===== config.mk =====
export PLATFORM = sky130hd
export DESIGN_NAME = hbi_leg_interlock
export DESIGN_NICKNAME = d
export VERILOG_FILES = /design/src/rtl/hbi_pkg.sv /design/src/rtl/hbi_pulse_filter.sv /design/src/rtl/hbi_order_arb.sv /design/src/rtl/hbi_blank_gate.sv /design/src/rtl/hbi_leg_interlock.sv
export SDC_FILE = /design/constraint.sdc
export NUM_CORES = 1
export LEC_CHECK = 0
export BUFFER_PORTS_ARGS = -buffer_cell sky130_fd_sc_hd__buf_2
export CELL_PAD_IN_SITES_DETAIL_PLACEMENT = 1
export CELL_PAD_IN_SITES_GLOBAL_PLACEMENT = 1
export CORE_MARGIN = 4
export CORE_UTILIZATION = 42
export CTS_BUF_LIST = sky130_fd_sc_hd__clkbuf_2 sky130_fd_sc_hd__clkbuf_4 sky130_fd_sc_hd__clkbuf_8
export DETAILED_ROUTE_END_ITERATION = 12
export MAX_ROUTING_LAYER = met4
export PLACE_DENSITY = 0.78
export SETUP_SLACK_MARGIN = 0.3
export SLEW_MARGIN = 20
export SYNTH_ARGS = -nofsm -noshare
export SYNTH_HDL_FRONTEND = slang
export SYNTH_SLANG_ARGS = --single-unit

===== constraint.sdc =====
create_clock -name clk -period 1 [get_ports clk]
set_input_delay 0.2 -clock clk [delete_from_list [all_inputs] [get_ports clk]]
set_output_delay 0.2 -clock clk [all_outputs]
set_load 0.02 [all_outputs]

===== src/rtl/hbi_pkg.sv =====
// Shared types for the half-bridge interlock.
package hbi_pkg;
    // Which side currently owns the leg.
    typedef enum logic [1:0] {
        OWN_NONE = 2'd0,
        OWN_HIGH = 2'd1,
        OWN_LOW  = 2'd2
    } own_t;
endpackage


===== src/rtl/hbi_pulse_filter.sv =====
// Glitch filter: the output follows the input only after the input has held
// a new level for MIN_PW consecutive clock samples.
// Assumes the input is already synchronous to clk.
module hbi_pulse_filter #(
    parameter int MIN_PW = 4
) (
    input  logic clk,
    input  logic rst_n,
    input  logic raw_i,
    output logic clean_o
);
    localparam int CW = $clog2(MIN_PW + 1);
    localparam logic [CW-1:0] LAST = CW'(MIN_PW - 1);

    logic [CW-1:0] run_q;
    logic          lvl_q;

    // Count samples that disagree with the held level; commit on the last one.
    always_ff @(posedge clk) begin
        if (!rst_n) begin
            run_q <= '0;
            lvl_q <= 1'b0;
        end else if (raw_i == lvl_q) begin
            run_q <= '0;
        end else if (run_q == LAST) begin
            run_q <= '0;
            lvl_q <= raw_i;
        end else begin
            run_q <= run_q + 1'b1;
        end
    end

    assign clean_o = lvl_q;
endmodule


===== src/rtl/hbi_order_arb.sv =====
// Arrival-order arbiter: the first filtered command to assert owns the leg
// until it is released. Simultaneous assertion goes to the low side.
// Assumes filtered inputs change at most once per cycle.
module hbi_order_arb
    import hbi_pkg::*;
(
    input  logic clk,
    input  logic rst_n,
    input  logic hi_f_i,
    input  logic lo_f_i,
    output own_t own_o
);
    own_t own_q, own_d;

    // Next owner from current owner and filtered commands.
    always_comb begin
        own_d = own_q;
        unique case (own_q)
            OWN_HIGH: if (!hi_f_i) own_d = lo_f_i ? OWN_LOW : OWN_NONE;
            OWN_LOW:  if (!lo_f_i) own_d = hi_f_i ? OWN_HIGH : OWN_NONE;
            default: begin
                if (lo_f_i)      own_d = OWN_LOW;
                else if (hi_f_i) own_d = OWN_HIGH;
                else             own_d = OWN_NONE;
            end
        endcase
    end

    // Owner register.
    always_ff @(posedge clk) begin
        if (!rst_n) own_q <= OWN_NONE;
        else        own_q <= own_d;
    end

    assign own_o = own_q;
endmodule


===== src/rtl/hbi_blank_gate.sv =====
// Blanking gate: registers the two enables. An enable may rise only when
// the opposite enable has been low for BLANK cycles. force_off clears both.
// Assumes req_hi_i and req_lo_i are never high together.
module hbi_blank_gate #(
    parameter int BLANK = 3
) (
    input  logic clk,
    input  logic rst_n,
    input  logic force_off_i,
    input  logic req_hi_i,
    input  logic req_lo_i,
    output logic hi_en_o,
    output logic lo_en_o
);
    localparam int BW = $clog2(BLANK + 2);
    localparam logic [BW-1:0] FULL = BW'(BLANK);

    logic [1:0]          en_q;      // [0] high side, [1] low side
    logic [1:0]          en_d;
    logic [1:0][BW-1:0]  off_q;     // cycles each side has been low
    logic [1:0]          req;

    assign req = {req_lo_i, req_hi_i};

    genvar s;
    generate
        for (s = 0; s < 2; s++) begin : g_side
            // Enable decision for side s, gated by the opposite side.
            always_comb begin
                en_d[s] = req[s] && !force_off_i && !en_q[1-s]
                          && (off_q[1-s] == FULL);
            end

            // Saturating off-time counter for side s.
            always_ff @(posedge clk) begin
                if (!rst_n)                off_q[s] <= FULL;
                else if (en_q[s])          off_q[s] <= '0;
                else if (off_q[s] != FULL) off_q[s] <= off_q[s] + 1'b1;
            end
        end
    endgenerate

    // Enable registers.
    always_ff @(posedge clk) begin
        if (!rst_n) en_q <= 2'b00;
        else        en_q <= en_d;
    end

    assign hi_en_o = en_q[0];
    assign lo_en_o = en_q[1];
endmodule


===== src/rtl/hbi_leg_interlock.sv =====
// One inverter leg: filters both commands, arbitrates by arrival order and
// applies blanking before driving the gate enables.
// Assumes synchronous active-high commands and a synchronous active-low reset.
module hbi_leg_interlock
    import hbi_pkg::*;
#(
    parameter int MIN_PW = 4,
    parameter int BLANK  = 3
) (
    input  logic clk,
    input  logic rst_n,
    input  logic hi_cmd,
    input  logic lo_cmd,
    input  logic force_off,
    output logic hi_en,
    output logic lo_en
);
    logic [1:0] raw_cmd;
    logic [1:0] clean_cmd;
    own_t       owner;

    assign raw_cmd = {lo_cmd, hi_cmd};

    genvar c;
    generate
        for (c = 0; c < 2; c++) begin : g_filt
            hbi_pulse_filter #(.MIN_PW(MIN_PW)) filt_i (
                .clk     (clk),
                .rst_n   (rst_n),
                .raw_i   (raw_cmd[c]),
                .clean_o (clean_cmd[c])
            );
        end
    endgenerate

    hbi_order_arb arb_i (
        .clk    (clk),
        .rst_n  (rst_n),
        .hi_f_i (clean_cmd[0]),
        .lo_f_i (clean_cmd[1]),
        .own_o  (owner)
    );

    hbi_blank_gate #(.BLANK(BLANK)) gate_i (
        .clk         (clk),
        .rst_n       (rst_n),
        .force_off_i (force_off),
        .req_hi_i    (owner == OWN_HIGH),
        .req_lo_i    (owner == OWN_LOW),
        .hi_en_o     (hi_en),
        .lo_en_o     (lo_en)
    );
endmodule


==> results.sh <==
export IMPL_hold_viol=0
export IMPL_hold_path_class="input pin to flop"
export IMPL_row_count=15
export IMPL_ant_nets=0
export IMPL_yosys_top_cells_area="dfxtp_1, ha_1, mux2i_1"
export IMPL_yosys_area_share_xor_xnor_pct=4.480
export IMPL_io_pin_count=7
export IMPL_synth_mux_area_share_pct=6.400
export IMPL_syn_inst=78
export IMPL_synth_fp_nets=93
export IMPL_nNetsFinal=109
export IMPL_overflow=0
export IMPL_synth_cell_types=18
export IMPL_final_cell_mix="ha_4, dfxtp_2, nor2_1, inv_1, dfxtp_1"
export IMPL_cp_data_arrival_time_ns=1.33
export IMPL_htreeDepth=1
export IMPL_grt_max_degree=17
export IMPL_slew_violations=0
export IMPL_syn_avg_cell_area_um2=10.03
export IMPL_maxCapViolCount=0
export IMPL_cp_max_fo=2
export IMPL_dieArea_um2=2616
export IMPL_yosysSeqAreaShare_pct=46.08
export IMPL_setup_ws_ns=-0.1132
export IMPL_core_area_um2=1745
export IMPL_cpMostUsedCell="ha_4"
export IMPL_timing_final_crit_share_pct=111.3
export IMPL_drt_first_pass_iters=1
export IMPL_yosysTopAreaCell="dfxtp_1"
export IMPL_cts_sinks=18
export IMPL_cp_cell_sequence="ha_4, ha_4, nor2_4, a21oi_2, nor3b_2"
export IMPL_vdd_drop_max_uv=1034
export IMPL_cts_buffers=3
export IMPL_grt_usage_pct=15.00
export IMPL_rsz0062_at_grt="yes"
export IMPL_grt_pass1_vias=670
export IMPL_die_h_um=51.15
export IMPL_synth_compound_area_share_pct=7.840
export IMPL_power_density_nw_per_um2=2116
export IMPL_via_count=580
export IMPL_synth_top_family_by_area="adder cells"
export IMPL_worst_pin_slew_ns=0.2642
export IMPL_n_fill_cell=182
export IMPL_slowest_stage="dfxtp_2"
export IMPL_netlist_area_um2=782.0
export IMPL_endpoint_kind="flop"
export IMPL_p_leak_nw=0.4066
export IMPL_violations="setup timing"
export IMPL_synth_simple_area_share_pct=14.24
export IMPL_die_w_um=51.15
export IMPL_setup_violations=14
export IMPL_ys_warn_count=0
export IMPL_clk_latency_ns=0.29
export IMPL_grt_first_pass_wirelength_um=2822
export IMPL_diodes=0
export IMPL_vias_per_cell=4.915
export IMPL_gp_congestion=0.6438
export IMPL_drive_gt1_share_pct=49.46
export IMPL_start_kind="flop"
export IMPL_antenna_found_initial=0
export IMPL_required_ns=1.22
export IMPL_yosysTopAreaCellShare_pct=46.08
export IMPL_cp_slowest_stage_delay_ns=0.35
export IMPL_cts_tree="done"
export IMPL_drtIter0Drc=0
export IMPL_fmax_mhz=898.3
export IMPL_drc=0
export IMPL_r2r_slack_ns=-0.11
export IMPL_slew_headroom_pct=82.39
export IMPL_port_buffers=6
export IMPL_wl_um=1584
export IMPL_min_period_ns=1.113
export IMPL_cts_root_buf="clkbuf_4"
export IMPL_hold_ws_ns=0.07711
export IMPL_wl_per_cell_um=13.42
export IMPL_syn2layout_area_growth_pct=43.20
export IMPL_cp_top_family="adder cells"
export IMPL_synth_seq_cells=18
export IMPL_path_clk_slew_ns=0.11
export IMPL_status="complete, but fails checks"
export IMPL_cts_buffer_depth=2
export IMPL_critPathBufInv=0
export IMPL_hold_buffers=0
export IMPL_synth_fa_ha_area_share_pct=16.00
export IMPL_fin_cells=118
export IMPL_path_class="flop to flop"
export IMPL_start_util_pct=44.80
export IMPL_fin_skew_ns=0.006465
export IMPL_dp_hpwl_um=1097
export IMPL_dpl_cell_count=111
power breakdown:
part           leakage (nW)  internal [mW]  switching [mW]
logic                 0.235          0.555           0.452
clock network        0.0210          0.222           0.223
registers             0.150          0.830          0.0884
total                 0.407           1.61           0.763
state kept, by name, summed over array words and instances (netlist names):
signal and cells:
arb_i.own_o 2, g_filt.filt_i.clean_o 2, g_filt.filt_i.run_q 6, gate_i.en_q 2
gate_i.off_q 6
final cells by class:
cell class              count  area (um2)  area share (%)
clock buffers               4       36.28           3.240
inverters                   9       33.78           3.017
multi-input cells          50       543.0           48.49
flip-flops and latches     18       380.4           33.97
well taps                  25       31.28           2.793
repair buffers             12       95.09           8.492
cell usage after synthesis:
cell / number
mux2i_1: 5
nand2_1: 1
dfxtp_1: 18
ha_1: 10
o31ai_1: 2
nor2b_1: 2
o21ai_0: 4
buf_2: 1
a21oi_1: 2
o211ai_1: 1
nor3b_1: 2
a22o_1: 1
nand3b_1: 2
xor2_1: 4
nand4b_1: 2
inv_1: 9
nand3_1: 2
nor2_1: 10
logic make-up after synthesis:
| logic type | Yosys count |
|---|---|
| simple gates | 21 |
| flops | 18 |
| compound gates | 10 |
| buf+inv | 10 |
| fa+ha+maj | 10 |
| mux | 5 |
| xor+xnor | 4 |
layer usage:
layer  share of wire [%]  vias up  GRT usage [%]  wire, um
met5                   0        -              -         0
met4                 1.1        0          6.726        17
met3                 2.7        2          3.790        42
met2                  58        5          28.54       913
met1                  39      280          13.90       611
li1                    -      293              -         -
path summary, 6_finish.rpt:
check	cells after the start	startpoint	endpoint
setup reg to reg	5	gate_i.off_q[3]	gate_i.off_q[5]
hold / removal	2	force_off	gate_i.en_q[1]
hold reg to reg	1	g_filt[0].filt_i.run_q[0]	g_filt[0].filt_i.run_q[0]
setup / recovery	5	gate_i.off_q[3]	gate_i.off_q[5]
stage by stage:
stage	total power [mW]	TNS [ns]	setup WS (ns)	cell area, um2	util, %
final	2.370	-0.7314	-0.1132	1120	64.16
after global placement	1.619	-0.2649	-0.05282	998.5	57.20
after CTS	2.186	-0.7842	-0.09210	1086	62.22
after detailed placement	1.699	-0.5700	-0.1181	998.5	57.20
after floorplan	1.491	-0.05824	-0.02858	919.6	-
after global routing	2.545	-1.814	-0.1826	1120	64.16
worst reg2reg max path: cells and delay by family (launching register included):
kind	cells	cell delay [ns]
simple gates	2	0.28
flops	1	0.35
compound gates	1	0.04
fa+ha+maj	2	0.37
repair_timing:
| item | 4_1_cts | 5_1_grt |
|---|---|---|
| pin swaps | 7 | 7 |
| gates resized for setup | 11 | 9 |
| setup endpoints to repair | 20 | 20 |
| buffers inserted | 3 | 0 |
Note: power is estimated with default switching activity, not from simulation.
